<file path="src/rtl/regq_pkg.sv">
package regq_pkg;
  localparam int REG_AW = 14;
  localparam int REG_DW = 8;
  localparam int CMD_W  = 32;

  typedef enum logic [1:0] {
    K_READ  = 2'd0,
    K_WRITE = 2'd1,
    K_CHECK = 2'd2,
    K_RSVD  = 2'd3
  } kind_e;

  typedef struct packed {
    kind_e              kind;
    logic [REG_AW-1:0]  addr;
    logic [REG_DW-1:0]  mask;
    logic [REG_DW-1:0]  data;
  } cmd_t;

  typedef enum logic [2:0] {
    S_IDLE, S_FETCH, S_LATCH, S_RD, S_WR, S_WB
  } state_e;
endpackage

</file>
<file path="src/rtl/regq_ctl_decode.sv">
module regq_ctl_decode #(
  parameter int DEPTH = 256,
  parameter int CNT_W = 24
) (
  input  logic                       ctl_wr,
  input  logic [31:0]                ctl_wdata,
  input  logic                       busy,
  output logic                       go,
  output logic                       bad,
  output logic                       stop,
  output logic [$clog2(DEPTH)-1:0]   last_idx
);
  localparam int IDX_W = $clog2(DEPTH);
  localparam logic [CNT_W-1:0] MAX_BYTES = CNT_W'(4 * DEPTH);

  logic [CNT_W-1:0] bytes;
  logic [CNT_W-1:0] words_m1;
  logic             start_req;
  logic             len_ok;
  logic             unused_ctl;

  assign bytes      = ctl_wdata[CNT_W-1:0];
  assign start_req  = ctl_wr && ctl_wdata[31] && !busy;
  assign len_ok     = (bytes != '0) && (bytes[1:0] == 2'b00) && (bytes <= MAX_BYTES);
  assign go         = start_req && len_ok;
  assign bad        = start_req && !len_ok;
  assign stop       = ctl_wr && ctl_wdata[30] && busy;
  assign words_m1   = (bytes >> 2) - CNT_W'(1);
  assign last_idx   = words_m1[IDX_W-1:0];
  assign unused_ctl = ^{ctl_wdata[29:CNT_W], words_m1[CNT_W-1:IDX_W]};
endmodule

</file>
<file path="src/rtl/regq_merge.sv">
module regq_merge
  import regq_pkg::*;
(
  input  cmd_t              cmd,
  input  logic [REG_DW-1:0] rd,
  output logic [REG_DW-1:0] merged,
  output logic              match
);
  assign merged = (rd & ~cmd.mask) | (cmd.data & cmd.mask);
  assign match  = ((rd ^ cmd.data) & cmd.mask) == '0;
endmodule

</file>
<file path="src/rtl/regq_fsm.sv">
module regq_fsm
  import regq_pkg::*;
#(
  parameter int DEPTH  = 256,
  parameter int POLL_W = 16,
  localparam int IDX_W = $clog2(DEPTH)
) (
  input  logic              clk,
  input  logic              rst_n,
  input  logic              go,
  input  logic              bad,
  input  logic              stop,
  input  logic [IDX_W-1:0]  last_in,
  input  logic [POLL_W-1:0] poll_limit,
  output logic              buf_en,
  output logic              buf_we,
  output logic [IDX_W-1:0]  buf_addr,
  output logic [CMD_W-1:0]  buf_wdata,
  input  logic [CMD_W-1:0]  buf_rdata,
  output logic              reg_req,
  output logic              reg_we,
  output logic [REG_AW-1:0] reg_addr,
  output logic [REG_DW-1:0] reg_wdata,
  input  logic [REG_DW-1:0] reg_rdata,
  input  logic              reg_ack,
  input  logic [REG_DW-1:0] merged,
  input  logic              match,
  output cmd_t              cmd_o,
  output logic              busy,
  output logic              irq_ok,
  output logic              irq_fail
);
  state_e            state_q;
  logic [IDX_W-1:0]  idx_q, last_q;
  cmd_t              cmd_q;
  logic [REG_DW-1:0] wval_q, rd_q;
  logic [POLL_W-1:0] polls_q;
  logic              stop_pend_q;
  logic              stop_now;
  logic              at_last;
  cmd_t              fetched;

  assign fetched  = cmd_t'(buf_rdata);
  assign stop_now = stop_pend_q || stop;
  assign at_last  = (idx_q == last_q);
  assign cmd_o    = cmd_q;
  assign busy     = (state_q != S_IDLE);

  assign buf_en    = (state_q == S_FETCH) || (state_q == S_WB);
  assign buf_we    = (state_q == S_WB);
  assign buf_addr  = idx_q;
  assign buf_wdata = {cmd_q[CMD_W-1:REG_DW], rd_q};
  assign reg_req   = (state_q == S_RD) || (state_q == S_WR);
  assign reg_we    = (state_q == S_WR);
  assign reg_addr  = cmd_q.addr;
  assign reg_wdata = wval_q;

  always_ff @(posedge clk or negedge rst_n) begin
    if (!rst_n) begin
      state_q     <= S_IDLE;
      idx_q       <= '0;
      last_q      <= '0;
      cmd_q       <= '0;
      wval_q      <= '0;
      rd_q        <= '0;
      polls_q     <= '0;
      stop_pend_q <= 1'b0;
      irq_ok      <= 1'b0;
      irq_fail    <= 1'b0;
    end else begin
      irq_ok      <= 1'b0;
      irq_fail    <= 1'b0;
      stop_pend_q <= busy && stop_now;
      unique case (state_q)
        S_IDLE: begin
          if (go) begin
            idx_q   <= '0;
            last_q  <= last_in;
            state_q <= S_FETCH;
          end
          if (bad) irq_fail <= 1'b1;
        end
        S_FETCH: state_q <= stop_now ? S_IDLE : S_LATCH;
        S_LATCH: begin
          if (stop_now) state_q <= S_IDLE;
          else begin
            cmd_q   <= fetched;
            polls_q <= '0;
            unique case (fetched.kind)
              K_READ, K_CHECK: state_q <= S_RD;
              K_WRITE: begin
                if (fetched.mask == '1) begin
                  wval_q  <= fetched.data;
                  state_q <= S_WR;
                end else state_q <= S_RD;
              end
              default: begin
                state_q  <= S_IDLE;
                irq_fail <= 1'b1;
              end
            endcase
          end
        end
        S_RD: begin
          if (reg_ack) begin
            if (stop_now) state_q <= S_IDLE;
            else begin
              unique case (cmd_q.kind)
                K_READ: begin
                  rd_q    <= reg_rdata;
                  state_q <= S_WB;
                end
                K_WRITE: begin
                  wval_q  <= merged;
                  state_q <= S_WR;
                end
                default: begin
                  if (match) begin
                    if (at_last) begin state_q <= S_IDLE; irq_ok <= 1'b1; end
                    else begin idx_q <= idx_q + 1'b1; state_q <= S_FETCH; end
                  end else if (polls_q == poll_limit) begin
                    state_q  <= S_IDLE;
                    irq_fail <= 1'b1;
                  end else polls_q <= polls_q + 1'b1;
                end
              endcase
            end
          end
        end
        S_WR, S_WB: begin
          if (state_q == S_WB || reg_ack) begin
            if (stop_now) state_q <= S_IDLE;
            else if (at_last) begin state_q <= S_IDLE; irq_ok <= 1'b1; end
            else begin idx_q <= idx_q + 1'b1; state_q <= S_FETCH; end
          end
        end
        default: state_q <= S_IDLE;
      endcase
    end
  end
endmodule

</file>
<file path="src/rtl/regq_engine.sv">
module regq_engine
  import regq_pkg::*;
#(
  parameter int DEPTH  = 256,
  parameter int POLL_W = 16,
  parameter int CNT_W  = 24,
  localparam int IDX_W = $clog2(DEPTH)
) (
  input  logic              clk,
  input  logic              rst_n,
  input  logic              ctl_wr,
  input  logic [31:0]       ctl_wdata,
  input  logic [POLL_W-1:0] poll_limit,
  output logic              buf_en,
  output logic              buf_we,
  output logic [IDX_W-1:0]  buf_addr,
  output logic [31:0]       buf_wdata,
  input  logic [31:0]       buf_rdata,
  output logic              reg_req,
  output logic              reg_we,
  output logic [13:0]       reg_addr,
  output logic [7:0]        reg_wdata,
  input  logic [7:0]        reg_rdata,
  input  logic              reg_ack,
  output logic              busy,
  output logic              irq_ok,
  output logic              irq_fail
);
  logic             go, bad, stop;
  logic [IDX_W-1:0] last_idx;
  logic [7:0]       merged;
  logic             match;
  cmd_t             cmd_cur;

  regq_ctl_decode #(.DEPTH(DEPTH), .CNT_W(CNT_W)) u_dec (
    .ctl_wr(ctl_wr), .ctl_wdata(ctl_wdata), .busy(busy),
    .go(go), .bad(bad), .stop(stop), .last_idx(last_idx)
  );

  regq_merge u_merge (
    .cmd(cmd_cur), .rd(reg_rdata), .merged(merged), .match(match)
  );

  regq_fsm #(.DEPTH(DEPTH), .POLL_W(POLL_W)) u_fsm (
    .clk(clk), .rst_n(rst_n), .go(go), .bad(bad), .stop(stop),
    .last_in(last_idx), .poll_limit(poll_limit),
    .buf_en(buf_en), .buf_we(buf_we), .buf_addr(buf_addr),
    .buf_wdata(buf_wdata), .buf_rdata(buf_rdata),
    .reg_req(reg_req), .reg_we(reg_we), .reg_addr(reg_addr),
    .reg_wdata(reg_wdata), .reg_rdata(reg_rdata), .reg_ack(reg_ack),
    .merged(merged), .match(match), .cmd_o(cmd_cur),
    .busy(busy), .irq_ok(irq_ok), .irq_fail(irq_fail)
  );
endmodule

</file>
<file path="config.mk">
export PLATFORM = sky130hd
export DESIGN_NAME = regq_engine
export DESIGN_NICKNAME = d
export VERILOG_FILES = /design/src/rtl/regq_pkg.sv /design/src/rtl/regq_ctl_decode.sv /design/src/rtl/regq_merge.sv /design/src/rtl/regq_fsm.sv /design/src/rtl/regq_engine.sv
export SDC_FILE = /design/constraint.sdc
export NUM_CORES = 1
export LEC_CHECK = 0
export ABC_AREA = 1
export BUFFER_PORTS_ARGS = -buffer_cell sky130_fd_sc_hd__buf_2
export CORE_MARGIN = 2
export CORE_UTILIZATION = 28
export DETAILED_ROUTE_END_ITERATION = 12
export GPL_ROUTABILITY_DRIVEN = 1
export GPL_TIMING_DRIVEN = 0
export PLACE_DENSITY = 0.6
export SETUP_SLACK_MARGIN = 0.02
export SLEW_MARGIN = 40
export SYNTH_ARGS = -nofsm -noshare
export SYNTH_HDL_FRONTEND = slang
export SYNTH_SLANG_ARGS = --single-unit
</file>
<file path="constraint.sdc">
create_clock -name clk -period 2.3 [get_ports clk]
set_clock_uncertainty 0.1 [all_clocks]
set_input_delay 0.575 -clock clk [delete_from_list [all_inputs] [get_ports clk]]
set_output_delay 0.575 -clock clk [all_outputs]
set_load 0.1 [all_outputs]
</file>
==> flow_summary_export.csv, run 1 <==
group,metric,value,unit
finish,area_growth,28.4,%
timing,period_needed,2.20,ns
route,drt-vias-per-instance,4.36,
setup_path,cp_top_family,"buffers and inverters",
finish,nets,995,
placement,place_congestion,0.874,
logic_synthesis,synth-simple-area-share,0.335,
timing,setup_viol,0,
logic_synthesis,synth-seq-cells,86,
timing,slew_viol_final,0,
clocking,htreeDepth,3,
setup_path,worstSetupPathType,"flop to output port",
clocking,cts_root_buf,"clkbuf_16",
setup_path,cp_cell_sequence,"inv_2, nor2_2, nand2_2, buf_4, nand2_2, buf_12",
job,drv_cap,0,
floorplanning,start_util,0.287,
setup_path,cp-start-kind,"flop",
global_route,grt_max_degree,50,
finish,drive_above_1_share,0.287,
logic_synthesis,synth.top_cell.area_share,0.398,
setup_path,path_max_fanout,10,
setup_path,slowest_delay,0.42,ns
logic_synthesis,synth.largest_area_cell,"dfrtp_1",
timing,final.period_utilization,0.957,
finish,fillCellCount,2011,
route,wl_per_cell,12.9,um
setup_path,end_kind,"output port",
route,routed_wl,15100,um
logic_synthesis,synth_enable_flop_cells,0,
floorplanning,row_count,50,
logic_synthesis,synth_nets,827,
route,dr.pass1.iters,5,
timing,worst_hold_slack,-0.00269,ns
logic_synthesis,synth_ff_type,"dfrtp_1",
setup_path,cp_num_buf_inv,3,
clocking,cts_tree,"yes",
floorplanning,die_area,0.0204,mm^2
clocking,cts.path.max_buffers,2,
timing,rsz0062_at_grt,"false",
route,final_antenna_net_count,0,
logic_synthesis,syn_avg_cell_area,7.38,um^2
logic_synthesis,synth-adder-area-share,0.00695,
status,status,"finished, violations left",
logic_synthesis,ys_seq_area_frac,0.398,
status,violations,"negative hold slack",
placement,port-buffer-count,154,
floorplanning,die_y,143,um
logic_synthesis,async_flop_share,1.00,
setup_path,worstPathRequired,1.62,ns
global_route,antenna_found_initial,1,
logic_synthesis,synth_xor_xnor_area_share,0.0746,
floorplanning,ios,161,
setup_path,cp_data_arrival_time,1.53,ns
finish,ff_latch_area,0.00215,mm^2
logic_synthesis,synth_mux_area_frac,0,
finish,multi_input_area,0.00258,mm^2
min_path,min_path_type,"input pin to async pin",
global_route,grt_overflow,0,
logic_synthesis,synth_top_family_by_area,"simple AND/OR/NAND/NOR gates",
route,drcViolationCount,0,
logic_synthesis,yosys_warnings,0,
clocking,clk_latency,0.35,ns
clocking,cts_buffers,9,
timing,tightest_slew,0.534,ns
timing,fin_ws,0.0980,ns
clocking,clock_sinks,86,
logic_synthesis,yosysMostFrequentCell,"nand2_1",
clocking,clk_pin_slew_worst_paths,0.07,ns
global_route,grt_pass1_vias,4924,
route,drtIter0Drc,191,
global_route,track_usage,0.154,
global_route,grt_pass1_wl,24700,um
timing,slew_headroom,0.644,
logic_synthesis,syn_area,0.00540,mm^2
logic_synthesis,syn_inst,732,
logic_synthesis,synth_area_leaders,"dfrtp_1, nand2_1, buf_4",
timing,fmax,454,MHz
placement,place_ws,-0.121,ns
setup_path,cp_slowest_cell,"dfrtp_2",
route,vias,5085,
floorplanning,core-area,0.0188,mm^2
logic_synthesis,synth_compound_area_frac,0.0593,
logic_synthesis,netlist_top_cells_count,"nand2_1, dfrtp_1, inv_1",
floorplanning,dieWidth,143,um
clocking,cts_hold_buf,0,
timing,hold_viol_final,2,
setup_path,crit_top_cell,"nand2_2",
placement,hpwl,11600,um
logic_synthesis,netlist-cell-type-count,37,
[stage by stage]
stage / area (um^2) / TNS (ns) / hold WS (ns) / cells / utilization
6_report: 6940 / 0 / -0.00269 / 1166 / 0.368
5_1_grt: 6930 / 0 / 0.0122 / 1165 / 0.368
4_1_cts: 6890 / 0 / 0.00122 / 1163 / 0.366
3_5_place_dp: 6550 / -1.53 / 0.355 / 1147 / 0.348
3_3_place_gp: 6510 / -36.31 / 0.356 / 1146 / 0.346
2_1_floorplan: 5410 / 0 / 0.179 / 732 / -
[final timing paths]
check / slack (ns) / cells past startpoint / startpoint / end
setup / recovery: 0.1 / 6 / u_fsm.state_q[1]$_DFFE_PN0P_ / reg_req
setup reg to reg: 0.21 / 12 / u_fsm.state_q[0]$_DFFE_PN0P_ / u_fsm.buf_addr[0]$_DFFE_PN0P_
hold reg to reg: 0.37 / 2 / u_fsm.reg_wdata[5]$_DFFE_PN0P_ / u_fsm.reg_wdata[5]$_DFFE_PN0P_
max in group asynchronous: 1.54 / 2 / rst_n / u_fsm.cmd_o[3]$_DFFE_PN0P_
min in group clk: 0.32 / 3 / buf_rdata[29] / u_fsm.reg_addr[13]$_DFFE_PN0P_
hold / removal: -0.003 / 1 / rst_n / u_fsm.polls_q[10]$_DFFE_PN0P_
[cells by family (layout without fill, tap and decap cells)]
family,count (synthesis),after routing
buffers and inverters,133,306
and+or+nand+nor,404,404
xor gates and xnor gates,46,46
AOI/OAI and AO/OA,60,60
other,0,1
DFF,86,86
adders and majority gates,3,3
[cell usage in the layout, fill, tap and decap left out, types with 2 or more instances in the layout]
| master | netlist | routed |
|---|---|---|
| bufinv_16 | 0 | 2 |
| nor3_1 | 5 | 5 |
| clkbuf_1 | 4 | 4 |
| inv_1 | 70 | 69 |
| nand2_2 | 3 | 3 |
| clkinvlp_4 | 0 | 2 |
| inv_2 | 6 | 6 |
| or2_2 | 2 | 2 |
| o21ai_0 | 33 | 33 |
| nor2_1 | 66 | 65 |
| nand3_4 | 4 | 4 |
| a21oi_1 | 11 | 11 |
| inv_6 | 0 | 2 |
| nand2_1 | 238 | 238 |
| nand3_1 | 51 | 51 |
| dfrtp_1 | 86 | 85 |
| nor2_2 | 2 | 2 |
| xor2_1 | 28 | 28 |
| ha_1 | 3 | 3 |
| buf_12 | 0 | 2 |
| o31ai_1 | 2 | 2 |
| xnor2_1 | 18 | 18 |
| a31oi_1 | 9 | 9 |
| buf_4 | 39 | 41 |
| buf_2 | 9 | 159 |
| nand2_4 | 4 | 4 |
| clkbuf_16 | 0 | 9 |
| nor2_4 | 4 | 5 |
| o21ai_1 | 4 | 3 |
| nor3b_1 | 2 | 2 |
| clkbuf_2 | 2 | 2 |
| nand4_1 | 16 | 16 |
| buf_6 | 2 | 3 |
[final cells by class]
cell class,instances,area share
Tap cell,260,0.0469
Clock inverter,7,0.0152
Clock buffer,9,0.0325
Inverter,77,0.0426
Buffer,56,0.0556
Sequential cell,86,0.310
Timing Repair Buffer,157,0.124
Multi-Input combinational cell,513,0.373
Antenna cell,1,0.000361
[timing repair]
| action | in CTS | in global routing |
|---|---|---|
| setup endpoints to repair | 3 | 7 |
| pin swaps | 0 | 1 |
| gates resized for setup | 5 | 3 |
| setup buffers | 0 | 2 |
[layer usage]
metal	wire length, um	track usage	up-vias
met4	192	0.0396	0
li1	-	-	2595
met3	1040	0.0386	12
met2	6760	0.251	154
met1	7060	0.204	2324
met5	0	0	-
[state kept, by name, indices dropped and copies added (netlist names)]
signal	flops
u_fsm.buf_addr	8
u_fsm.cmd_o	8
u_fsm.reg_addr	14
u_fsm.irq_fail	1
u_fsm.last_q	8
u_fsm.rd_q	8
u_fsm.state_q	3
u_fsm.stop_pend_q	1
u_fsm.polls_q	16
u_fsm.buf_wdata	10
u_fsm.irq_ok	1
u_fsm.reg_wdata	8
Power of run 1 is left out: the tool's default activity adds up to more than one toggle a clock period on the data nets, which glitch-free logic cannot reach.
==> run 2: changes to the inputs <==
--- a/config.mk
+++ b/config.mk
@@ -7,14 +7,16 @@
 export LEC_CHECK = 0
 export ABC_AREA = 1
 export BUFFER_PORTS_ARGS = -buffer_cell sky130_fd_sc_hd__buf_2
+export CORE_ASPECT_RATIO = 0.5
 export CORE_MARGIN = 2
 export CORE_UTILIZATION = 28
 export DETAILED_ROUTE_END_ITERATION = 12
 export GPL_ROUTABILITY_DRIVEN = 1
 export GPL_TIMING_DRIVEN = 0
-export PLACE_DENSITY = 0.6
+export PLACE_DENSITY = 0.59
 export SETUP_SLACK_MARGIN = 0.02
 export SLEW_MARGIN = 40
 export SYNTH_ARGS = -nofsm -noshare
 export SYNTH_HDL_FRONTEND = slang
+export SYNTH_HIERARCHICAL = 1
 export SYNTH_SLANG_ARGS = --single-unit
==> flow_summary_export.csv, run 2 <==
group,metric,value,unit
floorplanning,die_area,0.0209,mm^2
logic_synthesis,yosys_warnings,6,
finish,ff_latch_area,0.00216,mm^2
route,vias,5234,
global_route,track_usage,0.144,
logic_synthesis,syn_avg_cell_area,7.06,um^2
min_path,min_path_type,"input pin to async pin",
placement,place_congestion,0.818,
floorplanning,row_count,36,
setup_path,end_kind,"output port",
placement,placedCellCount,1201,
logic_synthesis,syn_area,0.00550,mm^2
route,drtIter0Drc,254,
finish,most-common-layout-cells,"nand2_1, buf_2, inv_1",
route,wl_per_cell,12.4,um
finish,fillCellCount,2091,
placement,port-buffer-count,154,
finish,drive_above_1_share,0.278,
route,dr.pass1.iters,4,
finish,regMostFlops,"u_fsm/polls_q",
finish,n_antenna_cell,0,
floorplanning,die_y,103,um
finish,layout_commonest_cell,"nand2_1",
finish,fin_cells,1224,
setup_path,path_max_fanout,4,
clocking,cts_tree,"yes",
clocking,htreeDepth,3,
clocking,cts_buffers,9,
status,status,"finished, final reports clean",
clocking,cts_root_buf,"clkbuf_16",
timing,fmax,450,MHz
timing,tightest_slew,0.516,ns
pwr,total_power,11.2,mW
clocking,clk_pin_slew_worst_paths,0.07,ns
route,drt-vias-per-instance,4.28,
floorplanning,dieWidth,202,um
global_route,grt_pass1_wl,23900,um
timing,fin_ws,0.0800,ns
pwr,ir_drop,1.31,mV
floorplanning,core-area,0.0194,mm^2
setup_path,cp-start-kind,"flop",
job,drv_cap,0,
finish,multi_input_area,0.00272,mm^2
finish,largest_register_ffs,16,
floorplanning,start_util,0.284,
setup_path,cp_data_arrival_time,1.55,ns
finish,area_growth,28.6,%
clocking,clk_latency,0.36,ns
global_route,grt_pass1_vias,4841,
timing,slew_headroom,0.656,
clocking,clock_sinks,86,
global_route,antenna_found_initial,0,
timing,final.period_utilization,0.965,
route,final_antenna_net_count,0,
timing,slew_viol_final,0,
global_route,grt_max_degree,56,
pwr,powerDensity,1580,mW/mm^2
setup_path,worstSetupPathType,"flop to output port",
placement,place_ws,-0.212,ns
placement,hpwl,11800,um
clocking,cts.path.max_buffers,2,
timing,period_needed,2.22,ns
global_route,grt_overflow,0,
timing,hold_viol_final,0,
timing,setup_viol,0,
floorplanning,ios,161,
route,routed_wl,15200,um
finish,nets,1049,
clocking,cts_hold_buf,0,
logic_synthesis,syn_inst,780,
pwr,power.leakage,3.89,nW
logic_synthesis,synth_nets,876,
finish,fin_util,0.365,
setup_path,worstPathRequired,1.62,ns
route,drcViolationCount,0,
run 2: changes by cell type in the layout (fill, tap and decap cells not counted), sizes merged, moves of 7 or more:
cell / delta
xnor2: -9
mux2: +7
nor2: +7
buf: -13
xor2: -10
nand3: -8
nand4: -15
mux2i: +8
inv: +26
nand2: +64
a31oi: -9
nor3: +9
run 2: through the flow:
step           instance area [um^2]  hold slack (ns)  setup TNS, ns
2_1_floorplan                  5520            0.179          -2.46
3_3_place_gp                   6620            0.367         -35.21
3_5_place_dp                   6650            0.377          -5.37
4_1_cts                        7010          0.00219              0
5_1_grt                        7080           0.0134       -0.00726
6_report                       7080          0.00527              0
run 2: worst paths after layout:
path                                                      from                               to  slack (ns)  cells after the start
worst max-delay path              u_fsm/state_q[1]$_DFFE_PN0P_                             busy        0.08                      4
worst min-delay path                                     rst_n      u_fsm/last_q[5]$_DFFE_PN0P_       0.005                      1
worst max register to register    u_fsm/state_q[0]$_DFFE_PN0P_    u_fsm/polls_q[14]$_DFFE_PN0P_        0.18                     13
worst min register to register  u_fsm/reg_wdata[7]$_DFFE_PN0P_   u_fsm/reg_wdata[7]$_DFFE_PN0P_        0.39                      2
max in group asynchronous                                rst_n  u_fsm/buf_wdata[15]$_DFFE_PN0P_        1.50                      2
min in group clk                                 buf_rdata[28]   u_fsm/reg_addr[12]$_DFFE_PN0P_        0.32                      3
run 2: where the power goes:
| part | leakage (nW) | switching (mW) | internal (mW) | total, mW |
|---|---|---|---|---|
| sequential | 1.09 | 0.396 | 2.00 | 2.40 |
| combinational | 2.65 | 5.71 | 1.52 | 7.24 |
| clock | 0.153 | 0.644 | 0.911 | 1.56 |
| total | 3.89 | 6.75 | 4.44 | 11.2 |
run 2: final cells by class:
cell class / count / area share
Multi-Input combinational cell: 552 / 0.385
Sequential cell: 86 / 0.306
Timing Repair Buffer: 163 / 0.126
Inverter: 103 / 0.0546
Tap cell: 266 / 0.0470
Buffer: 38 / 0.0378
Clock buffer: 11 / 0.0357
Clock inverter: 5 / 0.00902
run 2: metal layers:
metal / vias up / track usage / wire (um)
li1: 2709 / - / -
met1: 2421 / 0.184 / 7170
met2: 90 / 0.248 / 7270
met3: 14 / 0.0291 / 500
met4: 0 / 0.0449 / 212
met5: - / 0 / 0
run 2: worst max-delay path: stages (launching register included):
cell	delay [ns]
dfrtp_1	0.38
inv_1	0.12
nand2_2	0.16
buf_4	0.13
buf_2	0.41
run 2: what timing repair did:
| item | in CTS | in global routing |
|---|---|---|
| buffers inserted | 2 | 6 |
| pin swaps | 2 | 3 |
| setup endpoints to repair | 31 | 60 |
| resized for setup | 4 | 10 |
Power figures use the tool's default switching activity.
